**config.mk**
```make
export PLATFORM = sky130hd
export DESIGN_NAME = intarb_top
export DESIGN_NICKNAME = d
export VERILOG_FILES = /design/src/rtl/intarb_pkg.sv /design/src/rtl/intarb_sync.sv /design/src/rtl/intarb_pick.sv /design/src/rtl/intarb_top.sv
export SDC_FILE = /design/constraint.sdc
export NUM_CORES = 1
export LEC_CHECK = 0
export BUFFER_PORTS_ARGS = -buffer_cell sky130_fd_sc_hd__buf_2
export CORE_MARGIN = 5
export CORE_UTILIZATION = 53
export CTS_CLUSTER_SIZE = 25
export DETAILED_ROUTE_END_ITERATION = 8
export GPL_ROUTABILITY_DRIVEN = 0
export GPL_TIMING_DRIVEN = 0
export PLACE_DENSITY_LB_ADDON = 0.25
export SETUP_SLACK_MARGIN = 0.4
export SYNTH_ARGS = -nofsm -noshare
export SYNTH_HDL_FRONTEND = slang
export SYNTH_SLANG_ARGS = --single-unit
```
**constraint.sdc**
```tcl
create_clock -name clk -period 3.7 [get_ports clk]
set_clock_uncertainty 0.15 [all_clocks]
set_input_delay 0.555 -clock clk [delete_from_list [all_inputs] [get_ports clk]]
set_output_delay 0.555 -clock clk [all_outputs]
set_load 0.01 [all_outputs]
```
**src/rtl/intarb_pkg.sv**
```systemverilog
package intarb_pkg;

    localparam int IPL_W    = 5;
    localparam int NUM_DEV  = 4;
    localparam int NSRC     = NUM_DEV + 3;
    localparam int CODE_W   = 3;

    // request vector bit positions
    localparam int TMR_IDX  = NUM_DEV;
    localparam int PWR_IDX  = NUM_DEV + 1;
    localparam int HLT_IDX  = NUM_DEV + 2;

    // fixed levels
    localparam int LVL_DEV_BASE = 20;
    localparam int LVL_TMR      = 22;
    localparam int LVL_PWR      = 30;
    localparam int LVL_HLT      = 31;

    localparam logic [CODE_W-1:0] CODE_TMR = 3'd4;
    localparam logic [CODE_W-1:0] CODE_PWR = 3'd5;
    localparam logic [CODE_W-1:0] CODE_HLT = 3'd7;

    typedef logic [IPL_W-1:0] ipl_t;

    typedef struct packed {
        logic                take;
        ipl_t                lvl;
        logic                vec_rd;
        logic [CODE_W-1:0]   src;
    } dec_t;

    function automatic ipl_t src_level(input int idx);
        if (idx < NUM_DEV)       return IPL_W'(LVL_DEV_BASE + idx);
        else if (idx == TMR_IDX) return IPL_W'(LVL_TMR);
        else if (idx == PWR_IDX) return IPL_W'(LVL_PWR);
        else                     return IPL_W'(LVL_HLT);
    endfunction

    function automatic logic [CODE_W-1:0] src_code(input int idx);
        if (idx < NUM_DEV)       return CODE_W'(idx);
        else if (idx == TMR_IDX) return CODE_TMR;
        else if (idx == PWR_IDX) return CODE_PWR;
        else                     return CODE_HLT;
    endfunction

endpackage

```
**src/rtl/intarb_sync.sv**
```systemverilog
module intarb_sync #(
    parameter int W      = 7,
    parameter int STAGES = 2
) (
    input  logic         clk,
    input  logic         rst_n,
    input  logic [W-1:0] din,
    output logic [W-1:0] dout
);

    logic [W-1:0] stg_d [STAGES];
    logic [W-1:0] stg_q [STAGES];

    always_comb begin
        stg_d[0] = din;
        for (int s = 1; s < STAGES; s++) begin
            stg_d[s] = stg_q[s-1];
        end
    end

    generate
        for (genvar g = 0; g < STAGES; g++) begin : g_stage
            always_ff @(posedge clk or negedge rst_n) begin
                if (!rst_n) stg_q[g] <= '0;
                else        stg_q[g] <= stg_d[g];
            end
        end
    endgenerate

    assign dout = stg_q[STAGES-1];

endmodule

```
**src/rtl/intarb_pick.sv**
```systemverilog
module intarb_pick
    import intarb_pkg::*;
(
    input  logic [NSRC-1:0]   req,
    output logic [NSRC-1:0]   grant,
    output logic              any,
    output ipl_t              lvl,
    output logic [CODE_W-1:0] code,
    output logic              vec_rd
);

    int   widx;
    ipl_t best;

    // later index wins a tie: timer (index 4) beats device line 2
    always_comb begin
        any  = 1'b0;
        best = '0;
        widx = 0;
        for (int i = 0; i < NSRC; i++) begin
            if (req[i] && (!any || src_level(i) >= best)) begin
                any  = 1'b1;
                best = src_level(i);
                widx = i;
            end
        end
        grant  = any ? (NSRC'(1) << widx) : '0;
        lvl    = any ? best : '0;
        code   = any ? src_code(widx) : '0;
        vec_rd = any && (widx < NUM_DEV);
    end

endmodule

```
**src/rtl/intarb_top.sv**
```systemverilog
module intarb_top
    import intarb_pkg::*;
#(
    parameter int SYNC_STAGES = 2
) (
    input  logic                clk,
    input  logic                rst_n,
    input  logic [NUM_DEV-1:0]  dev_irq,
    input  logic                tmr_irq,
    input  logic                pwr_irq,
    input  logic                hlt_irq,
    input  logic                ucyc_stb,
    input  logic [IPL_W-1:0]    cur_ipl,
    output logic                irq_take,
    output logic [IPL_W-1:0]    irq_lvl,
    output logic                irq_vec_rd,
    output logic [CODE_W-1:0]   irq_src
);

    logic [NSRC-1:0]   raw_req;
    logic [NSRC-1:0]   sync_req;
    logic [NSRC-1:0]   grant;
    logic              win_any;
    ipl_t              win_lvl;
    logic [CODE_W-1:0] win_code;
    logic              win_vec;
    dec_t              dec_d, dec_q;

    assign raw_req = {hlt_irq, pwr_irq, tmr_irq, dev_irq};

    intarb_sync #(.W(NSRC), .STAGES(SYNC_STAGES)) u_sync (
        .clk   (clk),
        .rst_n (rst_n),
        .din   (raw_req),
        .dout  (sync_req)
    );

    intarb_pick u_pick (
        .req    (sync_req),
        .grant  (grant),
        .any    (win_any),
        .lvl    (win_lvl),
        .code   (win_code),
        .vec_rd (win_vec)
    );

    always_comb begin
        dec_d = dec_q;
        if (ucyc_stb) begin
            dec_d = '0;
            if (win_any && (grant[HLT_IDX] || win_lvl > cur_ipl)) begin
                dec_d.take   = 1'b1;
                dec_d.lvl    = win_lvl;
                dec_d.vec_rd = win_vec;
                dec_d.src    = win_code;
            end
        end
    end

    always_ff @(posedge clk or negedge rst_n) begin
        if (!rst_n) dec_q <= '0;
        else        dec_q <= dec_d;
    end

    assign irq_take   = dec_q.take;
    assign irq_lvl    = dec_q.lvl;
    assign irq_vec_rd = dec_q.vec_rd;
    assign irq_src    = dec_q.src;


    hold_between_stb_chk: assert property (@(posedge clk) disable iff (!rst_n)
        !ucyc_stb |=> $stable(irq_take) && $stable(irq_lvl) && $stable(irq_src) && $stable(irq_vec_rd));


    above_ipl_chk: assert property (@(posedge clk) disable iff (!rst_n)
        ucyc_stb |=> (!irq_take || irq_src == CODE_HLT || irq_lvl > $past(cur_ipl)));


    halt_nonmask_chk: assert property (@(posedge clk) disable iff (!rst_n)
        (ucyc_stb && sync_req[HLT_IDX]) |=> (irq_take && irq_src == CODE_HLT));


    vec_flag_chk: assert property (@(posedge clk) disable iff (!rst_n)
        irq_take |-> (irq_vec_rd == (irq_src < CODE_W'(NUM_DEV))));


    idle_fields_chk: assert property (@(posedge clk) disable iff (!rst_n)
        !irq_take |-> (irq_lvl == '0 && irq_src == '0 && !irq_vec_rd));

endmodule

```
==> results.sh, run 1 <==
export IMPL_grt_overflow_total=0
export IMPL_timing_rr_start="u_sync.dout[6]$_DFF_PN0_"
export IMPL_wirelength_um=1410
export IMPL_clock_latency_ns=0.29
export IMPL_antenna_found_initial=0
export IMPL_setup_ws_ns=1.33
export IMPL_hp_class="input pin to asynchronous set/reset pin"
export IMPL_wire_per_inst_um=11.8
export IMPL_crit_path_end_kind="flip-flop"
export IMPL_row_count=14
export IMPL_synth_area_sq_um=896
export IMPL_dieArea_sq_mm=0.00261
export IMPL_io_buffers=24
export IMPL_syn2layout_area_growth_pct=18.7
export IMPL_synth_distinct_cells=21
export IMPL_clock_sinks=23
export IMPL_die_h_um=51.1
export IMPL_clkTransAtPathRegs_ns=0.12
export IMPL_synth_top_area_share_pct=64.2
export IMPL_cts_tree="yes"
export IMPL_num_io_pins=25
export IMPL_syn_inst=76
export IMPL_diodes=0
export IMPL_place_hpwl_um=1150
export IMPL_status="finished clean"
export IMPL_fill_cells=138
export IMPL_hold_violations=0
export IMPL_final_common_cell="buf_2"
export IMPL_cellPowerDensity_mw_per_mm2=423
export IMPL_first_pass_iters=4
export IMPL_p_leak_nw=0.552
export IMPL_ys_seq_elements=23
export IMPL_final_nets=125
export IMPL_grt_max_degree=24
export IMPL_grt_first_pass_wirelength_um=2550
export IMPL_crit_fanout=6
export IMPL_cts_root_buffer="clkbuf_4"
export IMPL_synthTopCellsByArea="dfrtp_1 (64%), ha_1 (7.0%), inv_1 (6.3%)"
export IMPL_ir_drop_mv=0.321
export IMPL_track_usage_pct=12.8
export IMPL_ys_warnings_count=0
export IMPL_post_cts_buffers=0
export IMPL_drv_slew=0
export IMPL_core_area_sq_mm=0.00156
export IMPL_yosysSeqAreaShare_pct=64.2
export IMPL_yosysTopAreaCell="dfrtp_1"
export IMPL_crit_required_ns=3.73
export IMPL_mostFrequentLayoutCells="buf_2 (24), dfrtp_1 (23), inv_1 (15), o22ai_1 (6), ha_1 (5)"
export IMPL_numCtsBuffers=3
export IMPL_r2r_cells=7
export IMPL_drc=0
export IMPL_start_util_pct=57.5
export IMPL_rsz0062_at_grt="no"
export IMPL_ctsHoldBuffers=0
export IMPL_vias_per_cell=5.13
export IMPL_fin_setup_tns_ns=0
export IMPL_worst_slew_pin_slew_ns=0.483
export IMPL_via_count=616
export IMPL_setup_violations=0
export IMPL_crit_chain="nor2_1, nand3_1, ha_1, nand4_1, or3b_4, nand4_2, o21ai_0"
export IMPL_syn_avg_cell_area_sq_um=11.8
export IMPL_fin_crit_ns=2.37
export IMPL_start_kind="flip-flop"
export IMPL_die_w_um=51.1
export IMPL_pre_cts_slack_ns=1.35
export IMPL_cts_resized=0
export IMPL_drtIter0Drc=6
export IMPL_critPathSlowestCell="dfrtp_1"
export IMPL_finalNonFillerCells=120
export IMPL_drv_cap=0
export IMPL_clk_path_buf_depth=2
export IMPL_critPathArrivalTime_ns=2.40
export IMPL_worstSetupPathType="flip-flop to flip-flop"
export IMPL_postRouteAntennaNets=0
export IMPL_synth_nets=96
export IMPL_crit_end="irq_take$_DFFE_PN0P_"
export IMPL_max_stage_delay_ns=0.44
export IMPL_layout_drive_gt1_share_pct=30.8
export IMPL_r2r_end="irq_take$_DFFE_PN0P_"
export IMPL_reg2reg_slack_ns=1.33
export IMPL_grt_pass1_vias=625
export IMPL_ctsHtreeMaxLevel=1
export IMPL_dp_cells=116
export IMPL_critPathLaunch="u_sync.dout[6]$_DFF_PN0_"
export IMPL_min_period_over_period_pct=64.1
export IMPL_worst_slew_margin_rel_pct=67.8
export IMPL_fmax_mhz=422
[sequential cells by signal (all words and copies together) (netlist names)]
name	flops
irq_lvl	4
irq_src	3
irq_take	1
irq_vec_rd	1
u_sync.dout	7
u_sync.stg_d	7
[final cells by class]
type | instances | area, sq um | share of cell area [%]
Timing Repair Buffer | 24 | 120 | 11.3
Inverter | 15 | 56.3 | 5.29
Tap cell | 16 | 20.0 | 1.88
Sequential cell | 23 | 576 | 54.1
Clock buffer | 3 | 22.5 | 2.12
Buffer | 2 | 11.3 | 1.06
Multi-Input combinational cell | 36 | 253 | 23.8
Clock inverter | 1 | 5.00 | 0.471
[kinds of logic (layout without fill, tap and decap cells)]
group                      Yosys count  count (layout)  synth area share [%]
AOI/OAI and AO/OA                   17              17                  11.9
adders and majority gates            5               5                  6.98
buffers and inverters               17              45                  7.54
DFF                                 23              23                  64.2
and+or+nand+nor                     14              14                  9.36
[synth_stat cells (all sizes together)]
library cell / number
a211oi: 1
a21o: 1
a21oi: 4
and2: 1
buf: 1
clkbuf: 1
dfrtp: 23
ha: 5
inv: 15
nand2: 1
nand2b: 1
nand3: 3
nand4: 3
nor2: 3
nor3: 1
o21ai: 3
o21ba: 1
o221ai: 1
o22ai: 6
or3b: 1
[critical path: cells and delay by family (launching register included)]
family / cells / cell delay (ns)
DFF: 1 / 0.44
adders and majority gates: 1 / 0.37
AOI/OAI and AO/OA: 1 / 0.11
and+or+nand+nor: 5 / 1.18
[metrics by stage]
stage / util, % / cell area [sq um] / hold slack (ns) / power (mW)
6_report: 68.2 / 1060 / 0.0495 / 0.450
5_1_grt: 68.2 / 1060 / 0.0664 / 0.482
4_1_cts: 68.2 / 1060 / 0.0633 / 0.456
3_5_place_dp: 66.5 / 1040 / 0.186 / 0.348
3_3_place_gp: 66.5 / 1040 / 0.182 / 0.345
2_1_floorplan: - / 896 / 0.109 / 0.317
[per-layer routing]
layer  vias to the layer above  track usage (%)  wire [um]
li1                        311                -          -
met1                       287             15.1        588
met2                        18             23.0        721
met3                         0             3.78        105
met4                         0             2.69          0
met5                         -                0          0
[report_power, final]
part	switching [mW]	internal (mW)	total, mW
clock network	0.0685	0.0402	0.109
logic	0.0348	0.0284	0.0632
registers	0.00869	0.270	0.278
[worst min path at each step]
stage	to	slack (ns)	cells past startpoint
final	irq_src[1]$_DFFE_PN0P_	0.05	1
after global routing	irq_take$_DFFE_PN0P_	0.07	1
after CTS	irq_src[1]$_DFFE_PN0P_	0.06	1
after detailed placement	u_sync.dout[6]$_DFF_PN0_	0.19	0
after global placement	u_sync.dout[2]$_DFF_PN0_	0.18	0
after floorplan	irq_lvl[0]$_DFFE_PN0P_	0.11	0
Power figures use the tool's default switching activity.
==> run 2: changes to the inputs <==
ABC_AREA = 1   (was default)
CORE_UTILIZATION = 50   (was 53)
clock period = 2.4 ns   (was 3.7 ns; I/O delays follow)
==> run 2 against run 1 <==
Sequential cell count is the same. Sequential share of layout area shrank 12 points. Worst hold slack gained 0.11 ns. Non-clock buffer count grew 20. Register-to-register slack lost 1.1 ns. Via count grew 25%. Sequential power grew 55%. Fmax grew 10%. Critical path type unchanged. Critical endpoint is now irq_lvl[3]$_DFFE_PN0P_.
==> results.sh, run 2 <==
export IMPL_status="finished clean"
export IMPL_hold_slack_ns=0.164
export IMPL_grt_pass1_vias=790
export IMPL_setup_ws_ns=0.248
export IMPL_core_area_sq_mm=0.00178
export IMPL_vias_per_cell=4.68
export IMPL_grt_max_degree=24
export IMPL_synth_top_area_share_pct=60.1
export IMPL_track_usage_pct=15.4
export IMPL_hold_violations=0
export IMPL_synthArstFlopShare_pct=100
export IMPL_dieArea_sq_mm=0.00289
export IMPL_start_kind="flip-flop"
export IMPL_wire_per_inst_um=11.5
export IMPL_critPathArrivalTime_ns=2.25
export IMPL_crit_fanout=7
export IMPL_ys_seq_elements=23
export IMPL_die_w_um=53.8
export IMPL_setup_violations=0
export IMPL_crit_required_ns=2.50
export IMPL_layout_drive_gt1_share_pct=46.0
export IMPL_num_io_pins=25
export IMPL_pre_cts_slack_ns=0.255
export IMPL_min_period_over_period_pct=89.7
export IMPL_cellPowerDensity_mw_per_mm2=542
export IMPL_synth_nets=110
export IMPL_max_stage_delay_ns=0.40
export IMPL_via_count=767
export IMPL_clkTransAtPathRegs_ns=0.11
export IMPL_yosys_top_cells_count="dfrtp_1 (23), nand2_1 (22), inv_1 (12)"
export IMPL_postRouteAntennaNets=0
export IMPL_drtIter0Drc=6
export IMPL_rsz0062_at_grt="yes"
export IMPL_cts_tree="yes"
export IMPL_grt_first_pass_wirelength_um=3140
export IMPL_ctsHtreeMaxLevel=1
export IMPL_final_common_cell="buf_2"
export IMPL_p_leak_nw=0.715
export IMPL_crit_end="irq_lvl[3]$_DFFE_PN0P_"
export IMPL_syn_avg_cell_area_sq_um=10.6
export IMPL_p_seq_share_pct=57.9
export IMPL_mostFrequentLayoutCells="buf_2 (24), dfrtp_1 (23), nand2_1 (20), buf_4 (14), inv_1 (12)"
export IMPL_fin_setup_tns_ns=0
export IMPL_r2r_end="irq_lvl[3]$_DFFE_PN0P_"
export IMPL_syn2layout_area_growth_pct=43.0
export IMPL_clock_sinks=23
export IMPL_ir_drop_mv=0.458
export IMPL_diodes=0
export IMPL_numCtsBuffers=3
export IMPL_p_clk_share_pct=22.7
export IMPL_critPathLaunch="u_sync.dout[5]$_DFF_PN0_"
export IMPL_synthTopCellsByArea="dfrtp_1 (60%), nand2_1 (8.6%), ha_1 (6.5%)"
export IMPL_crit_chain="or2_4, inv_4, o21ai_4, nor2_2, inv_1, ha_1, nand2_1, nor2_2, nand2_1, nand3_2, nand2_2, nand2_4, nand2_8, o21ai_2"
export IMPL_hp_class="input pin to flip-flop"
export IMPL_worstSetupPathType="flip-flop to flip-flop"
export IMPL_grt_overflow_total=0
export IMPL_syn_inst=90
export IMPL_yosysTopAreaCell="dfrtp_1"
export IMPL_worst_slew_margin_rel_pct=67.9
export IMPL_final_nets=160
export IMPL_start_util_pct=53.8
export IMPL_fin_crit_ns=2.15
export IMPL_ys_warnings_count=0
export IMPL_final_util_pct=76.8
export IMPL_yosysSeqAreaShare_pct=60.1
export IMPL_first_pass_iters=3
export IMPL_drc=0
export IMPL_io_buffers=24
export IMPL_r2r_cells=14
export IMPL_synth_area_sq_um=958
export IMPL_fmax_mhz=465
export IMPL_row_count=15
export IMPL_comb_power_share_pct=19.4
export IMPL_p_sw_share_pct=26.5
export IMPL_place_hpwl_um=1180
export IMPL_internal_power_mw=0.546
export IMPL_wirelength_um=1880
export IMPL_antenna_found_initial=0
export IMPL_worst_slew_pin_slew_ns=0.482
export IMPL_crit_path_end_kind="flip-flop"
export IMPL_p_sw_mw=0.197
export IMPL_clk_path_buf_depth=2
export IMPL_synth_distinct_cells=21
export IMPL_synth_edf_count=0
export IMPL_synth_most_common_cell="dfrtp_1"
export IMPL_die_h_um=53.8
export IMPL_drv_slew=0
export IMPL_critPathSlowestCell="dfrtp_1"
export IMPL_reg2reg_slack_ns=0.25
export IMPL_synth_ff_type="dfrtp_1"
export IMPL_cts_root_buffer="clkbuf_4"
export IMPL_clock_latency_ns=0.30
export IMPL_drv_cap=0
export IMPL_timing_rr_start="u_sync.dout[5]$_DFF_PN0_"
==> run 2: changes by cell type in the layout (fill, tap and decap cells not counted), sizes merged, moves of 2 or more <==
cell / change
o21ai: +5
buf: +13
nand2: +24
o22ai: -6
dlygate4sd3: +8
nand4: -2
==> run 2: metal layers <==
metal	track usage, %	part of all wire (%)	vias up
met3	4.99	5.6	5
met1	14.6	37	360
met4	6.38	2.0	0
met2	29.8	55	19
met5	0	0	-
li1	-	-	383
==> run 2: critical path, delay by kind of cell (launching register included) <==
family,cells,cell delay [ns]
adders and majority gates,1,0.26
buffers and inverters,2,0.12
AOI/OAI and AO/OA,2,0.18
DFF,1,0.40
and+or+nand+nor,9,0.98
==> run 2: final cells by class <==
| class | count | area, sq um |
|---|---|---|
| buffer | 1 | 7.51 |
| timing repair buffer | 45 | 298 |
| clock inverter | 1 | 5.00 |
| sequential | 23 | 576 |
| multi-input combinational | 51 | 372 |
| fill | 116 | 413 |
| clock buffer | 3 | 22.5 |
| inverter | 15 | 58.8 |
| tap | 25 | 31.3 |
==> run 2: logic make-up (layout without fill, tap and decap cells) <==
logic type	after synthesis	after routing	synth area share, %
compound gates	12	12	9.14
fa+ha+maj	5	5	6.53
buf+inv	16	65	6.66
flops	23	23	60.1
simple gates	34	34	17.6
==> run 2: power groups by stage <==
stage               sequential (mW)  clock [mW]  combinational [mW]
floorplan                     0.445           0              0.0555
detailed placement            0.438           0               0.111
global placement              0.436           0               0.107
finish                        0.430       0.169               0.144
CTS                           0.430       0.177               0.133
global route                  0.433       0.193               0.161
==> run 2: per-stage QoR <==
stage	instance area [sq um]	total power, mW	instances
floorplan	961	0.501	90
CTS	1320	0.740	163
global route	1370	0.788	164
detailed placement	1110	0.549	139
global placement	1110	0.543	139
finish	1370	0.743	164
==> run 2: what timing repair did <==
action | in CTS | in global routing
cloned | 0 | 0
resized for setup | 3 | 6
pin swaps | 5 | 2
hold endpoints to repair | 30 | 0
setup buffers | 12 | 1
hold buffers | 8 | 0
endpoints found under the setup margin | 9 | 9
==> run 2: how the worst min path moves through the flow <==
stage,startpoint,endpoint,slack [ns],depth (start not counted)
finish,ucyc_stb,irq_src[1]$_DFFE_PN0P_,0.16,3
global route,ucyc_stb,irq_src[1]$_DFFE_PN0P_,0.17,3
CTS,ucyc_stb,irq_src[1]$_DFFE_PN0P_,0.16,3
detailed placement,u_sync.stg_d[2]$_DFF_PN0_,u_sync.dout[2]$_DFF_PN0_,0.19,0
global placement,u_sync.stg_d[1]$_DFF_PN0_,u_sync.dout[1]$_DFF_PN0_,0.18,0
floorplan,rst_n,irq_lvl[0]$_DFFE_PN0P_,-0.09,0
==> run 3: changes to the inputs <==
PLACE_DENSITY = 0.77   (was default)
PLACE_DENSITY_LB_ADDON = default   (was 0.25)
==> run 3 against run 2 <==
Via count down 6.5%. Combinational power hardly changed. Utilization is 1.1 points lower. Critical endpoint is now irq_vec_rd$_DFFE_PN0P_. Die area did not move. Largest cell class unchanged. Clock-buffer cell count is the same. Largest power group unchanged. Sequential power barely moved.
==> results.sh, run 3 (same netlist as run 2, synthesis figures left out) <==
export IMPL_clock_latency_ns=0.31
export IMPL_mostFrequentLayoutCells="buf_2 (24), dfrtp_1 (23), nand2_1 (19), inv_1 (11), buf_4 (9)"
export IMPL_final_nets=155
export IMPL_layout_drive_gt1_share_pct=46.3
export IMPL_place_hpwl_um=1220
export IMPL_fin_crit_ns=2.11
export IMPL_numCtsBuffers=3
export IMPL_start_kind="flip-flop"
export IMPL_status="finished clean"
export IMPL_p_clk_share_pct=23.0
export IMPL_crit_required_ns=2.49
export IMPL_syn2layout_area_growth_pct=41.0
export IMPL_via_count=717
export IMPL_setup_violations=0
export IMPL_p_seq_share_pct=57.8
export IMPL_ir_drop_mv=0.428
export IMPL_clkTransAtPathRegs_ns=0.12
export IMPL_clk_path_buf_depth=2
export IMPL_worst_slew_pin_slew_ns=0.481
export IMPL_first_pass_iters=2
export IMPL_min_period_over_period_pct=88.1
export IMPL_final_common_cell="buf_2"
export IMPL_drv_slew=0
export IMPL_wirelength_um=1830
export IMPL_drc=0
export IMPL_hold_violations=0
export IMPL_internal_power_mw=0.546
export IMPL_final_util_pct=75.8
export IMPL_start_util_pct=53.8
export IMPL_comb_power_share_pct=19.1
export IMPL_drtIter0Drc=1
export IMPL_p_sw_share_pct=26.6
export IMPL_vias_per_cell=4.51
export IMPL_grt_overflow_total=0
export IMPL_hp_class="input pin to flip-flop"
export IMPL_diodes=0
export IMPL_die_w_um=53.8
export IMPL_dieArea_sq_mm=0.00289
export IMPL_row_count=15
export IMPL_ctsHtreeMaxLevel=1
export IMPL_io_buffers=24
export IMPL_crit_fanout=7
export IMPL_drv_cap=0
export IMPL_die_h_um=53.8
export IMPL_antenna_found_initial=0
export IMPL_worstSetupPathType="flip-flop to flip-flop"
export IMPL_core_area_sq_mm=0.00178
export IMPL_multi_input_area_sq_um=390
export IMPL_track_usage_pct=14.2
export IMPL_num_io_pins=25
export IMPL_crit_path_end_kind="flip-flop"
export IMPL_fmax_mhz=473
export IMPL_p_leak_nw=0.696
export IMPL_fin_setup_tns_ns=0
export IMPL_grt_max_degree=24
export IMPL_critPathArrivalTime_ns=2.21
export IMPL_worst_slew_margin_rel_pct=67.9
export IMPL_grt_first_pass_wirelength_um=2880
export IMPL_cellPowerDensity_mw_per_mm2=551
export IMPL_fill_cells=131
export IMPL_cts_root_buffer="clkbuf_4"
export IMPL_wire_per_inst_um=11.5
export IMPL_seq_area_sq_um=576
export IMPL_rsz0062_at_grt="yes"
export IMPL_p_sw_mw=0.198
export IMPL_cts_tree="yes"
export IMPL_clock_sinks=23
export IMPL_postRouteAntennaNets=0
export IMPL_grt_pass1_vias=719
run 3: changes by cell type in the layout (fill, tap and decap cells not counted), sizes merged:
cell  change
buf       -5
run 3: worst paths after layout:
kind	start	endpoint	slack, ns	cells past startpoint
setup reg to reg	u_sync.dout[5]$_DFF_PN0_	irq_vec_rd$_DFFE_PN0P_	0.29	12
min in group asynchronous	rst_n	irq_src[1]$_DFFE_PN0P_	0.38	2
setup / recovery	u_sync.dout[5]$_DFF_PN0_	irq_vec_rd$_DFFE_PN0P_	0.29	12
max in group asynchronous	rst_n	u_sync.dout[2]$_DFF_PN0_	1.40	2
hold reg to reg	u_sync.stg_d[2]$_DFF_PN0_	u_sync.dout[2]$_DFF_PN0_	0.21	0
hold / removal	ucyc_stb	irq_src[1]$_DFFE_PN0P_	0.17	3
run 3: final cells by class:
class,count,area share [%]
repair buffers,40,19.3
clock buffers,3,1.67
inverters,15,4.35
well taps,25,2.31
multi-input cells,51,28.9
flip-flops and latches,23,42.6
clock inverters,1,0.370
plain buffers,1,0.556
run 3: power groups by stage:
stage | logic, mW | registers, mW | clock network, mW
after floorplan | 0.0555 | 0.445 | 0
after global placement | 0.107 | 0.436 | 0
after detailed placement | 0.111 | 0.439 | 0
after CTS | 0.134 | 0.430 | 0.179
after global routing | 0.160 | 0.434 | 0.198
final | 0.143 | 0.431 | 0.171
run 3: through the flow:
| stage | total power [mW] | setup WS (ns) | hold slack (ns) | instances | instance area, sq um |
|---|---|---|---|---|---|
| 2_1_floorplan | 0.501 | 0.423 | -0.0856 | 90 | 961 |
| 3_3_place_gp | 0.543 | 0.284 | 0.182 | 139 | 1110 |
| 3_5_place_dp | 0.550 | 0.208 | 0.185 | 139 | 1110 |
| 4_1_cts | 0.743 | 0.209 | 0.141 | 157 | 1280 |
| 5_1_grt | 0.792 | 0.172 | 0.167 | 159 | 1350 |
| 6_report | 0.744 | 0.286 | 0.167 | 159 | 1350 |
run 3: routing by layer:
metal | up-vias | part of all wire (%) | GRT usage [%]
met5 | - | 0 | 0
met4 | 0 | 1.3 | 7.23
met3 | 3 | 5.0 | 3.60
met2 | 20 | 54 | 26.4
met1 | 325 | 39 | 14.4
li1 | 369 | - | -
run 3: repair_timing:
item / 4_1_cts / 5_1_grt
buffers inserted: 6 / 2
gates resized for setup: 5 / 7
pin swaps: 10 / 13
hold endpoints to repair: 30 / 0
setup endpoints to repair: 9 / 9
hold buffers: 8 / 0
run 3: worst max-delay path, stage by stage, from the launching register on:
cell     delay (ns)
dfrtp_1        0.40
or2_4          0.29
nor2_4         0.14
nand2_4        0.09
ha_4           0.29
nand2_2        0.06
nor2_2         0.11
nand2_1        0.06
nand3_1        0.06
nand2_1        0.06
nand2_2        0.10
nand2_4        0.10
o21ai_2        0.13
